**config.mk**
```make
export PLATFORM = sky130hd
export DESIGN_NAME = uart_frame_xcvr
export DESIGN_NICKNAME = d
export VERILOG_FILES = /design/src/rtl/uart_pkg.sv /design/src/rtl/uart_baud.sv /design/src/rtl/uart_tx.sv /design/src/rtl/uart_rx.sv /design/src/rtl/uart_frame_xcvr.sv
export SDC_FILE = /design/constraint.sdc
export NUM_CORES = 1
export LEC_CHECK = 0
export BUFFER_PORTS_ARGS = -buffer_cell sky130_fd_sc_hd__buf_2
export CORE_MARGIN = 1.5
export CORE_UTILIZATION = 50
export CTS_BUF_LIST = sky130_fd_sc_hd__clkbuf_16
export CTS_CLUSTER_SIZE = 24
export DETAILED_ROUTE_END_ITERATION = 16
export HOLD_SLACK_MARGIN = 0.05
export PLACE_DENSITY_LB_ADDON = 0.08
export SYNTH_ARGS = -nofsm -noshare
export SYNTH_HDL_FRONTEND = slang
export SYNTH_SLANG_ARGS = --single-unit
```
**constraint.sdc**
```tcl
create_clock -name clk -period 3.2 [get_ports clk]
set_input_delay 0 -clock clk [delete_from_list [all_inputs] [get_ports clk]]
set_output_delay 0 -clock clk [all_outputs]
set_load 0.1 [all_outputs]
```
**src/rtl/uart_pkg.sv**
```systemverilog
package uart_pkg;
  localparam int unsigned FRAME_MAX = 11;
  localparam int unsigned FCNT_W    = 4;

  typedef struct packed {
    logic par_odd;
    logic par_en;
    logic wide;
  } fmt_t;

  typedef enum logic [1:0] {
    A_CTRL = 2'd0,
    A_DATA = 2'd1,
    A_STAT = 2'd2,
    A_BAUD = 2'd3
  } addr_e;

  typedef enum logic [1:0] {
    RX_IDLE  = 2'd0,
    RX_START = 2'd1,
    RX_BITS  = 2'd2
  } rx_state_e;

  function automatic logic par_of(input logic [7:0] d, input logic odd);
    return (^d) ^ odd;
  endfunction
endpackage

```
**src/rtl/uart_baud.sv**
```systemverilog
module uart_baud #(
  parameter int unsigned DIV_W = 16
) (
  input  logic             clk,
  input  logic             rst_n,
  input  logic [DIV_W-1:0] div,
  output logic             tick
);
  logic [DIV_W-1:0] cnt_q, cnt_d;

  always_comb begin
    tick  = (cnt_q >= div);
    cnt_d = tick ? '0 : cnt_q + 1'b1;
  end

  always_ff @(posedge clk or negedge rst_n) begin
    if (!rst_n) cnt_q <= '0;
    else        cnt_q <= cnt_d;
  end

  assert_tick_gap_R5: assert property (@(posedge clk) disable iff (!rst_n)
    (tick && div != '0 && $stable(div)) |=> !tick);
endmodule

```
**src/rtl/uart_tx.sv**
```systemverilog
module uart_tx
  import uart_pkg::*;
#(
  parameter int unsigned OVS = 16
) (
  input  logic       clk,
  input  logic       rst_n,
  input  logic       tick,
  input  logic       load,
  input  logic [7:0] data,
  input  fmt_t       fmt,
  output logic       txd,
  output logic       busy,
  output logic       done
);
  localparam int unsigned SUB_W = $clog2(OVS);

  logic                 busy_q, busy_d, txd_q, txd_d;
  logic [FRAME_MAX-1:0] sh_q, sh_d, frame;
  logic [FCNT_W-1:0]    left_q, left_d, nbits;
  logic [SUB_W-1:0]     sub_q, sub_d;

  always_comb begin
    frame = '1;
    frame[0] = 1'b0;
    if (!fmt.wide) begin
      frame[7:1] = data[6:0];
      frame[8]   = par_of({1'b0, data[6:0]}, fmt.par_odd);
      nbits      = FCNT_W'(10);
    end else if (!fmt.par_en) begin
      frame[8:1] = data;
      nbits      = FCNT_W'(10);
    end else begin
      frame[8:1] = data;
      frame[9]   = par_of(data, fmt.par_odd);
      nbits      = FCNT_W'(11);
    end
  end

  always_comb begin
    busy_d = busy_q;
    sh_d   = sh_q;
    left_d = left_q;
    sub_d  = sub_q;
    txd_d  = txd_q;
    done   = 1'b0;
    if (!busy_q) begin
      txd_d = 1'b1;
      if (load) begin
        busy_d = 1'b1;
        txd_d  = frame[0];
        sh_d   = {1'b1, frame[FRAME_MAX-1:1]};
        left_d = nbits - 1'b1;
        sub_d  = '0;
      end
    end else if (tick) begin
      if (sub_q == SUB_W'(OVS-1)) begin
        sub_d = '0;
        if (left_q == '0) begin
          busy_d = 1'b0;
          txd_d  = 1'b1;
          done   = 1'b1;
        end else begin
          txd_d  = sh_q[0];
          sh_d   = {1'b1, sh_q[FRAME_MAX-1:1]};
          left_d = left_q - 1'b1;
        end
      end else begin
        sub_d = sub_q + 1'b1;
      end
    end
  end

  always_ff @(posedge clk or negedge rst_n) begin
    if (!rst_n) begin
      busy_q <= 1'b0;
      sh_q   <= '1;
      left_q <= '0;
      sub_q  <= '0;
      txd_q  <= 1'b1;
    end else begin
      busy_q <= busy_d;
      sh_q   <= sh_d;
      left_q <= left_d;
      sub_q  <= sub_d;
      txd_q  <= txd_d;
    end
  end

  assign txd  = txd_q;
  assign busy = busy_q;

  assert_stop_high_R5: assert property (@(posedge clk) disable iff (!rst_n)
    (busy_q && left_q == '0) |-> txd_q);
  assert_load_idle_R9: assert property (@(posedge clk) disable iff (!rst_n)
    load |-> !busy_q);
  assert_done_ends_R9: assert property (@(posedge clk) disable iff (!rst_n)
    done |=> (txd_q && !busy_q));
endmodule

```
**src/rtl/uart_rx.sv**
```systemverilog
module uart_rx
  import uart_pkg::*;
#(
  parameter int unsigned OVS = 16
) (
  input  logic       clk,
  input  logic       rst_n,
  input  logic       tick,
  input  logic       en,
  input  logic       rxd,
  input  fmt_t       fmt,
  output logic [7:0] data,
  output logic       valid,
  output logic       perr
);
  localparam int unsigned SUB_W = $clog2(OVS);
  localparam int unsigned MID   = OVS/2 - 1;

  logic [2:0]        sync_q;
  rx_state_e         st_q, st_d;
  logic [SUB_W-1:0]  sub_q, sub_d;
  logic [FCNT_W-1:0] idx_q, idx_d, nb;
  logic [8:0]        sh_q, sh_d;
  fmt_t              fl_q, fl_d;
  logic [7:0]        data_q, data_d, ch;
  logic              valid_q, valid_d, perr_q, perr_d, pbit, fin, s_cur, s_prev;

  assign s_cur  = sync_q[1];
  assign s_prev = sync_q[2];

  always_comb begin
    nb = fl_q.wide ? (fl_q.par_en ? FCNT_W'(9) : FCNT_W'(8)) : FCNT_W'(8);
    ch   = fl_q.wide ? sh_q[7:0] : {1'b0, sh_q[6:0]};
    pbit = fl_q.wide ? sh_q[8] : sh_q[7];
  end

  always_comb begin
    st_d  = st_q;
    sub_d = sub_q;
    idx_d = idx_q;
    sh_d  = sh_q;
    fl_d  = fl_q;
    fin   = 1'b0;
    case (st_q)
      RX_IDLE: if (en && s_prev && !s_cur) begin
        st_d  = RX_START;
        sub_d = '0;
        fl_d  = fmt;
      end
      RX_START: if (tick) begin
        if (sub_q == SUB_W'(MID)) begin
          sub_d = '0;
          idx_d = '0;
          st_d  = s_cur ? RX_IDLE : RX_BITS;
        end else begin
          sub_d = sub_q + 1'b1;
        end
      end
      RX_BITS: if (tick) begin
        if (sub_q == SUB_W'(OVS-1)) begin
          sub_d = '0;
          if (idx_q == nb) begin
            st_d = RX_IDLE;
            fin  = 1'b1;
          end else begin
            sh_d[idx_q] = s_cur;
            idx_d       = idx_q + 1'b1;
          end
        end else begin
          sub_d = sub_q + 1'b1;
        end
      end
      default: st_d = RX_IDLE;
    endcase
    data_d  = fin ? ch : data_q;
    valid_d = fin;
    perr_d  = fin && fl_q.par_en && (pbit != par_of(ch, fl_q.par_odd));
  end

  always_ff @(posedge clk or negedge rst_n) begin
    if (!rst_n) begin
      sync_q  <= '1;
      st_q    <= RX_IDLE;
      sub_q   <= '0;
      idx_q   <= '0;
      sh_q    <= '0;
      fl_q    <= '0;
      data_q  <= '0;
      valid_q <= 1'b0;
      perr_q  <= 1'b0;
    end else begin
      sync_q  <= {sync_q[1:0], rxd};
      st_q    <= st_d;
      sub_q   <= sub_d;
      idx_q   <= idx_d;
      sh_q    <= sh_d;
      fl_q    <= fl_d;
      data_q  <= data_d;
      valid_q <= valid_d;
      perr_q  <= perr_d;
    end
  end

  assign data  = data_q;
  assign valid = valid_q;
  assign perr  = perr_q;

  assert_perr_with_ready_R11: assert property (@(posedge clk) disable iff (!rst_n)
    perr_q |-> valid_q);
  assert_ready_pulse_R10: assert property (@(posedge clk) disable iff (!rst_n)
    valid_q |=> !valid_q);
  assert_narrow_top_zero_R10: assert property (@(posedge clk) disable iff (!rst_n)
    (valid_q && !fl_q.wide) |-> !data_q[7]);
endmodule

```
**src/rtl/uart_frame_xcvr.sv**
```systemverilog
module uart_frame_xcvr
  import uart_pkg::*;
#(
  parameter int unsigned REG_W   = 16,
  parameter int unsigned OVS     = 16,
  parameter int unsigned DEF_DIV = 1
) (
  input  logic             clk,
  input  logic             rst_n,
  input  logic             wr_en,
  input  logic [1:0]       wr_addr,
  input  logic [REG_W-1:0] wr_data,
  output logic [6:0]       ctrl_q,
  output logic [2:0]       stat_q,
  output logic [7:0]       rx_data,
  input  logic             rxd,
  output logic             txd
);
  logic [1:0]       rst_ff;
  logic             rst_i;
  logic             init_q, init_d, mode_q, mode_d;
  fmt_t             fmt_q, fmt_d;
  logic [1:0]       en_q, en_d;
  logic [REG_W-1:0] div_q, div_d;
  logic [2:0]       st_q, st_d, set_v;
  logic             pend_q, pend_d, load, tick, tx_busy, tx_done, rx_valid, rx_perr;
  logic [7:0]       pdat_q, pdat_d;
  logic             w_ctrl, w_data, w_stat, w_baud;

  always_ff @(posedge clk or negedge rst_n) begin
    if (!rst_n) rst_ff <= 2'b00;
    else        rst_ff <= {rst_ff[0], 1'b1};
  end
  assign rst_i = rst_ff[1];

  always_comb begin
    w_ctrl = wr_en && (addr_e'(wr_addr) == A_CTRL);
    w_data = wr_en && (addr_e'(wr_addr) == A_DATA);
    w_stat = wr_en && (addr_e'(wr_addr) == A_STAT);
    w_baud = wr_en && (addr_e'(wr_addr) == A_BAUD);
    init_d = init_q;
    mode_d = mode_q;
    fmt_d  = fmt_q;
    en_d   = en_q;
    if (w_ctrl) begin
      init_d = wr_data[0];
      if (init_q)           mode_d = wr_data[1];
      if (init_q && mode_q) fmt_d  = fmt_t'(wr_data[4:2]);
      if (mode_q)           en_d   = wr_data[6:5];
    end
    div_d  = w_baud ? wr_data : div_q;
    load   = pend_q && !tx_busy;
    pend_d = pend_q;
    pdat_d = pdat_q;
    if (load) pend_d = 1'b0;
    if (w_data && en_q[0] && mode_q) begin
      pend_d = 1'b1;
      pdat_d = wr_data[7:0];
    end
    set_v = {rx_perr, rx_valid, tx_done};
    st_d  = (st_q & ~(w_stat ? wr_data[2:0] : 3'b000)) | set_v;
  end

  always_ff @(posedge clk or negedge rst_i) begin
    if (!rst_i) begin
      init_q <= 1'b0;
      mode_q <= 1'b0;
      fmt_q  <= '0;
      en_q   <= '0;
      div_q  <= REG_W'(DEF_DIV);
      st_q   <= '0;
      pend_q <= 1'b0;
      pdat_q <= '0;
    end else begin
      init_q <= init_d;
      mode_q <= mode_d;
      fmt_q  <= fmt_d;
      en_q   <= en_d;
      div_q  <= div_d;
      st_q   <= st_d;
      pend_q <= pend_d;
      pdat_q <= pdat_d;
    end
  end

  uart_baud #(.DIV_W(REG_W)) u_baud (
    .clk(clk), .rst_n(rst_i), .div(div_q), .tick(tick)
  );

  uart_tx #(.OVS(OVS)) u_tx (
    .clk(clk), .rst_n(rst_i), .tick(tick), .load(load), .data(pdat_q),
    .fmt(fmt_q), .txd(txd), .busy(tx_busy), .done(tx_done)
  );

  uart_rx #(.OVS(OVS)) u_rx (
    .clk(clk), .rst_n(rst_i), .tick(tick), .en(en_q[1] && mode_q), .rxd(rxd),
    .fmt(fmt_q), .data(rx_data), .valid(rx_valid), .perr(rx_perr)
  );

  assign ctrl_q = {en_q, fmt_q, mode_q, init_q};
  assign stat_q = st_q;

  assert_mode_lock_R2: assert property (@(posedge clk) disable iff (!rst_i)
    !init_q |=> $stable(mode_q));
  assert_fmt_lock_R3: assert property (@(posedge clk) disable iff (!rst_i)
    !(init_q && mode_q) |=> $stable(fmt_q));
  assert_en_lock_R4: assert property (@(posedge clk) disable iff (!rst_i)
    !mode_q |=> $stable(en_q));
  assert_w1c_R12: assert property (@(posedge clk) disable iff (!rst_i)
    (w_stat && set_v == 3'b000) |=> ((stat_q & $past(wr_data[2:0])) == 3'b000));
  assert_drop_disabled_R8: assert property (@(posedge clk) disable iff (!rst_i)
    (!pend_q && !(en_q[0] && mode_q)) |=> !pend_q);
endmodule

```
# Yosys cells after proc, flatten, opt, wreduce, memory -nomap -nowiden
# Cells that the tools add are included.
# word_totals
reg_bits	109
input_bits	22
wordCells	169
# classes
add_sub_neg	6
order_cmp	3
eq_ne	20
muxes	68
bitwise_logic	7
n_reduce_logical	37
# op_table
cell	count
$mux W4	21
$mux W11	5
$mux W1	26
$reduce_xor A8 Y1	3
$add A16 B1 Y16 const B	1
$ge A16 B16 Y1	1
$mux W16	1
$mux W8	2
$logic_and A1 B1 Y1	14
$mux W2	7
$add A4 B1 Y4 const B	3
$ne A2 B2 Y1 const B	6
$pmux W4 S3	1
$reduce_and A2 Y1	6
$reduce_and A4 Y1	3
$reduce_and A6 Y1	2
$bwmux W9	1
$eq A4 B4 Y1 const B	2
$ne A2 B1 Y1 const B	4
$pmux W4 S2	1
$sub A4 B1 Y4 const B	2
$eq A2 B2 Y1 const B	3
$pmux W2 S3	1
$reduce_bool A2 Y1	3
other kinds (17)	22

# Logic depth before layout (Yosys ltp)
# logic_depth
word_depth	9
ltp_mapped	11
ltp_nobuf	8

# Hierarchy
# A second synthesis with hierarchy kept.
# unflattened
hier_cells	479
hier_area_um2	5540.3
# by_module_without_submodules
module	n_inst	cells_per_inst	area_per_inst_um2	seq_area_each_um2
uart_rx	1	154	1805.5	879.6
uart_frame_xcvr	1	90	1428.9	927.1
uart_baud	1	130	1260.0	400.4
uart_tx	1	105	1046.0	488.0

# Worst setup path before layout
# Ideal clock, no wire load.
# synth_timing
path_kind	reg-to-reg
start	reg div_q[0]
end	reg u_rx.data_q[0] (netlist: u_rx.data[0])
setup_ns	0.126
t_arrival_ns	2.209
slack_ns	0.864
path_stages_with_launch	9
synth_period_minus_slack_ns	2.336
cell_sequence	dfstp_2 -> ha_1 -> nand2b_4 -> a2111oi_4 -> o32ai_2 -> or2_1 -> and4_1 -> buf_6 -> mux2_4
# synth_via
elab_chain_len	3
# synth_rtl
element	line	source
start: declaration	uart_frame_xcvr.sv:24	logic [REG_W-1:0] div_q, div_d;
start signal: assignment	uart_frame_xcvr.sv:70	div_q <= REG_W'(DEF_DIV);
start signal: assignment	uart_frame_xcvr.sv:79	div_q <= div_d;
$ge A16 B16 Y1	uart_baud.sv:12	tick = (cnt_q >= div);
$mux W1	uart_rx.sv:59	RX_BITS: if (tick) begin
$mux W1	uart_rx.sv:44	case (st_q)
via u_rx.fin	uart_rx.sv:26	logic valid_q, valid_d, perr_q, perr_d, pbit, fin, s_cur, s_prev;
end signal: assignment	uart_rx.sv:98	data_q <= data_d;
end: declaration	uart_rx.sv:25	logic [7:0] data_q, data_d, ch;
# The timed path passes the listed nets, and every way through them passes these cells.
# A chain may end at the register's enable or synchronous reset.

# Worst setup path in the final report
# layout_timing
start	reg u_baud.cnt_q[11]
end	reg u_rx.sh_q[5]
# layout_via
elab_chain_len	2
# layout_rtl
element	line	source
start: declaration	uart_baud.sv:9	logic [DIV_W-1:0] cnt_q, cnt_d;
start signal: assignment	uart_baud.sv:18	else cnt_q <= cnt_d;
$ge A16 B16 Y1	uart_baud.sv:12	
$reduce_and A4 Y1 (no line)	-	
end signal: assignment	uart_rx.sv:86	sh_q <= '0;
end signal: assignment	uart_rx.sv:96	sh_q <= sh_d;
end: declaration	uart_rx.sv:23	logic [8:0] sh_q, sh_d;
# Every way passes these cells.

==> metrics.md <==
| Metric | Value |
|---|---|
| Outcome | completed |
| Register area | 0.00270 mm2 |
| Gr ovfl total | 0 |
| Root Buffer | clkbuf_16 |
| Slew @ Worst Pin | 0.789 ns |
| First-pass GRT wire length | 19800 um |
| Worst clock skew | 0.0127 ns |
| Top Layer Used | met4 |
| Relative slew margins | 47.2% |
| Wl on met1 | 5470 um |
| Slowest stage delay, CP | 0.46 ns |
| WP buf/inv | 1 |
| # H-tree levels | 3 |
| Post-synthesis cell area | 0.00555 mm2 |
| TritonRoute pass-1 iters | 4 |
| Critical Path RT | 3.44 ns |
| Share of cells above drive strength 1 | 24.6% |
| Post-CTS setup repair buffer count | 0 |
| WL final | 11800 um |
| DRT iter0 DRCs | 175 |
| CTS tree | yes |
| Pin count of the biggest net entering global routing | 49 |
| Footprint of the multi-input gates | 0.00261 mm2 |
| DIE AREA | 0.0117 mm2 |
| Global Route Usage Sum | 22.0% |
| R2R depth | 8 |
| Worst hold path class | in2reg |
| RSZ-0062 raised after global routing | no |
| I/O Pins | 41 |
| Most frequent cells in the layout | 92 x dfrtp_1, 45 x mux2_2, 40 x buf_2 |
| Commonest non-fill, non-tap cell in the layout | dfrtp_1 |
| WHS Path Cells | 3 |
| Final setup vio count | 0 |
| Max VDD drop | 0.000738 V |
| Sequential area share after synthesis | 48.5% |
| Nets | 614 |
| Final HPWL DP | 8370 um |
| Upper clock frequency limit | 368 MHz |
| Crit-path max FO | 46 |
| Placed cell area | 0.00589 mm2 |
| #FFs+latches synth | 107 |
| Crit path max-delay family | simple AND/OR/NAND/NOR gates |
| Syn_nets | 554 |
| RD Place Congestion | 0.839 |
| Slew Limit Fails | 0 |
| Chip height | 108 um |
| Mean post-synth cell area | 11.0 um2 |
| Via density per instance | 5.63 |
| Final period util | 84.9% |
| Main flop type after synthesis | dfrtp_1 |
| Design area | 0.00637 mm2 |
| Post-Synthesis Cells | 504 |
| Post-synth EDFFs | 0 |
| CP cell instances | ha_1 -> and4_1 -> o211ai_1 -> o32ai_2 -> or2_1 -> buf_4 -> nand4_1 -> mux2_2 |
| Met2 wire length | 5890 um |
| Worst-path clk slew | 0.08 ns |
| Vias in the first global route | 3976 |
| Leakage | 0.00293 uW |
| Post-route ant nets | 0 |
| Post-synth cell types | 62 |
| WHS | 0.0654 ns |
| Core area | 0.0108 mm2 |
| Final Hold Vio Count | 0 |
| Initial core utilization | 51.2% |
| Initial antenna violation count | 0 |
| Die X | 108 um |
| Drt wl/cell | 16.7 um |
| IO Port Bufs | 40 |
| CTS max path bufs | 2 |
| Metal3 WL | 351 um |
| Power per cell area | 835 mW/mm2 |
| Setup TNS | 0 ns |
| CP startpoint kind | register |
| Critical path type | reg2reg |
| Crit path time final | 2.72 ns |
| Skew-Pair Late Insertion Delay | 0.35 ns |
| Worst EP arrival | 2.95 ns |
| Cell count along the critical path | 8 |
| Row count | 38 |
| Slowest CP cell | buf_4 |
| Async SR Flop Fraction | 100% |
| Clock sinks | 107 |
| # DRC | 0 |
| Layout area overhead | 14.8% |
| DR vias | 3989 |
| Inserted Clock Buffers | 9 |
| Syn. warnings | 0 |
| CP endpoint kind | register |
| Final Util | 58.8% |
| Antenna Diode Count | 0 |
| Fill count | 938 |
| MaxCap Viol Count | 0 |
-- layer usage --
metal / up-vias / global-route usage [%]
met4: 0 / 5.36
met5: - / 0
li1: 1925 / -
met3: 11 / 3.80
met1: 1985 / 29.8
met2: 68 / 36.7
-- cells by family after synthesis --
kind of cell / synth area share (%)
AO/OA/AOI/OAI: 11.0
XOR/XNOR: 4.89
adder cells (fa/ha/maj): 6.31
buffers and inverters: 4.48
flip-flops: 48.5
multiplexers: 12.1
other: 0.0675
AND/OR/NAND/NOR: 12.6
-- where the power goes --
part | leakage [uW] | switching (uW) | total [uW] | internal [uW]
Sequential | 0.00135 | 429 | 2160 | 1730
Combinational | 0.00144 | 1220 | 2060 | 846
Clock | 0.000145 | 546 | 1100 | 549
Total | 0.00293 | 2190 | 5320 | 3120
-- through the flow --
stage / power, uW / std cells / worst slack [ns]
after floorplan: 3740 / 504 / 0.0230
after global placement: 4130 / 674 / 0.533
after detailed placement: 4220 / 674 / 0.484
after CTS: 5360 / 709 / 0.450
after global routing: 5670 / 709 / 0.214
final: 5320 / 709 / 0.482
-- final cells by class --
class | instances | share of cell area, %
multi-input combinational | 342 | 40.9
clock inverter | 7 | 1.06
tap | 140 | 2.75
sequential | 107 | 42.4
clock buffer | 9 | 3.53
inverter | 35 | 2.06
timing repair buffer | 69 | 7.30
-- worst reg2reg max path, delay by kind of cell (launching register included) --
kind / cells / cell delay, ns
mux: 1 / 0.30
flops: 1 / 0.43
fa+ha+maj: 1 / 0.33
compound gates: 2 / 0.48
buf+inv: 1 / 0.47
simple gates: 3 / 0.60
-- flip-flops by register name, indices dropped and copies added (netlist names) --
register and count:
mode_q 1, u_tx.sh_q 9, u_rx.perr 1, u_rx.st_q 2
en_q 2, u_rx.sub_q 4, u_rx.idx_q 4, u_tx.left_q 4
u_rx.fl_q 3, u_rx.valid 1, u_tx.txd 1, ctrl_q 3
div_q 16, init_q 1, stat_q 3, u_rx.sh_q 9
u_rx.data 8, rst_ff 2, u_tx.sub_q 4, u_rx.sync_q 3
pend_q 1, u_tx.busy 1, u_baud.cnt_q 16, pdat_q 8
-- cells in the mapped netlist, types with 7 or more instances --
master,number,area (um2)
inv_1,34,128
o22ai_1,20,125
nor2_1,24,90.1
mux2_2,45,507
mux2_4,7,105
xnor2_1,19,166
a21oi_1,25,125
nand4_1,13,81.3
ha_1,28,350
dfstp_2,14,368
o21ai_0,8,40.0
clkbuf_1,10,37.5
o211ai_1,8,60.1
nand2_1,31,116
and3_1,7,43.8
nand3_1,21,105
dfrtp_1,93,2330
xor2_1,12,105
-- path summary, 6_finish.rpt --
check	start	endpoint	slack, ns
max	u_baud.cnt_q[11]	u_rx.sh_q[5]	0.48
min	wr_addr[0]	init_q	0.07
max reg2reg	u_baud.cnt_q[11]	u_rx.sh_q[5]	0.48
min reg2reg	rst_ff[1]	pdat_q[4]	0.34
max in group asynchronous	rst_ff[1]	u_rx.sync_q[2]	2.02
min in group asynchronous	rst_ff[1]	pdat_q[4]	0.34
-- repair_timing --
item / in CTS / in global routing
gates resized for setup: 0 / 0
hold endpoints to repair: 37 / 0
hold buffers: 19 / 0
(Power assumes the default switching activity.)
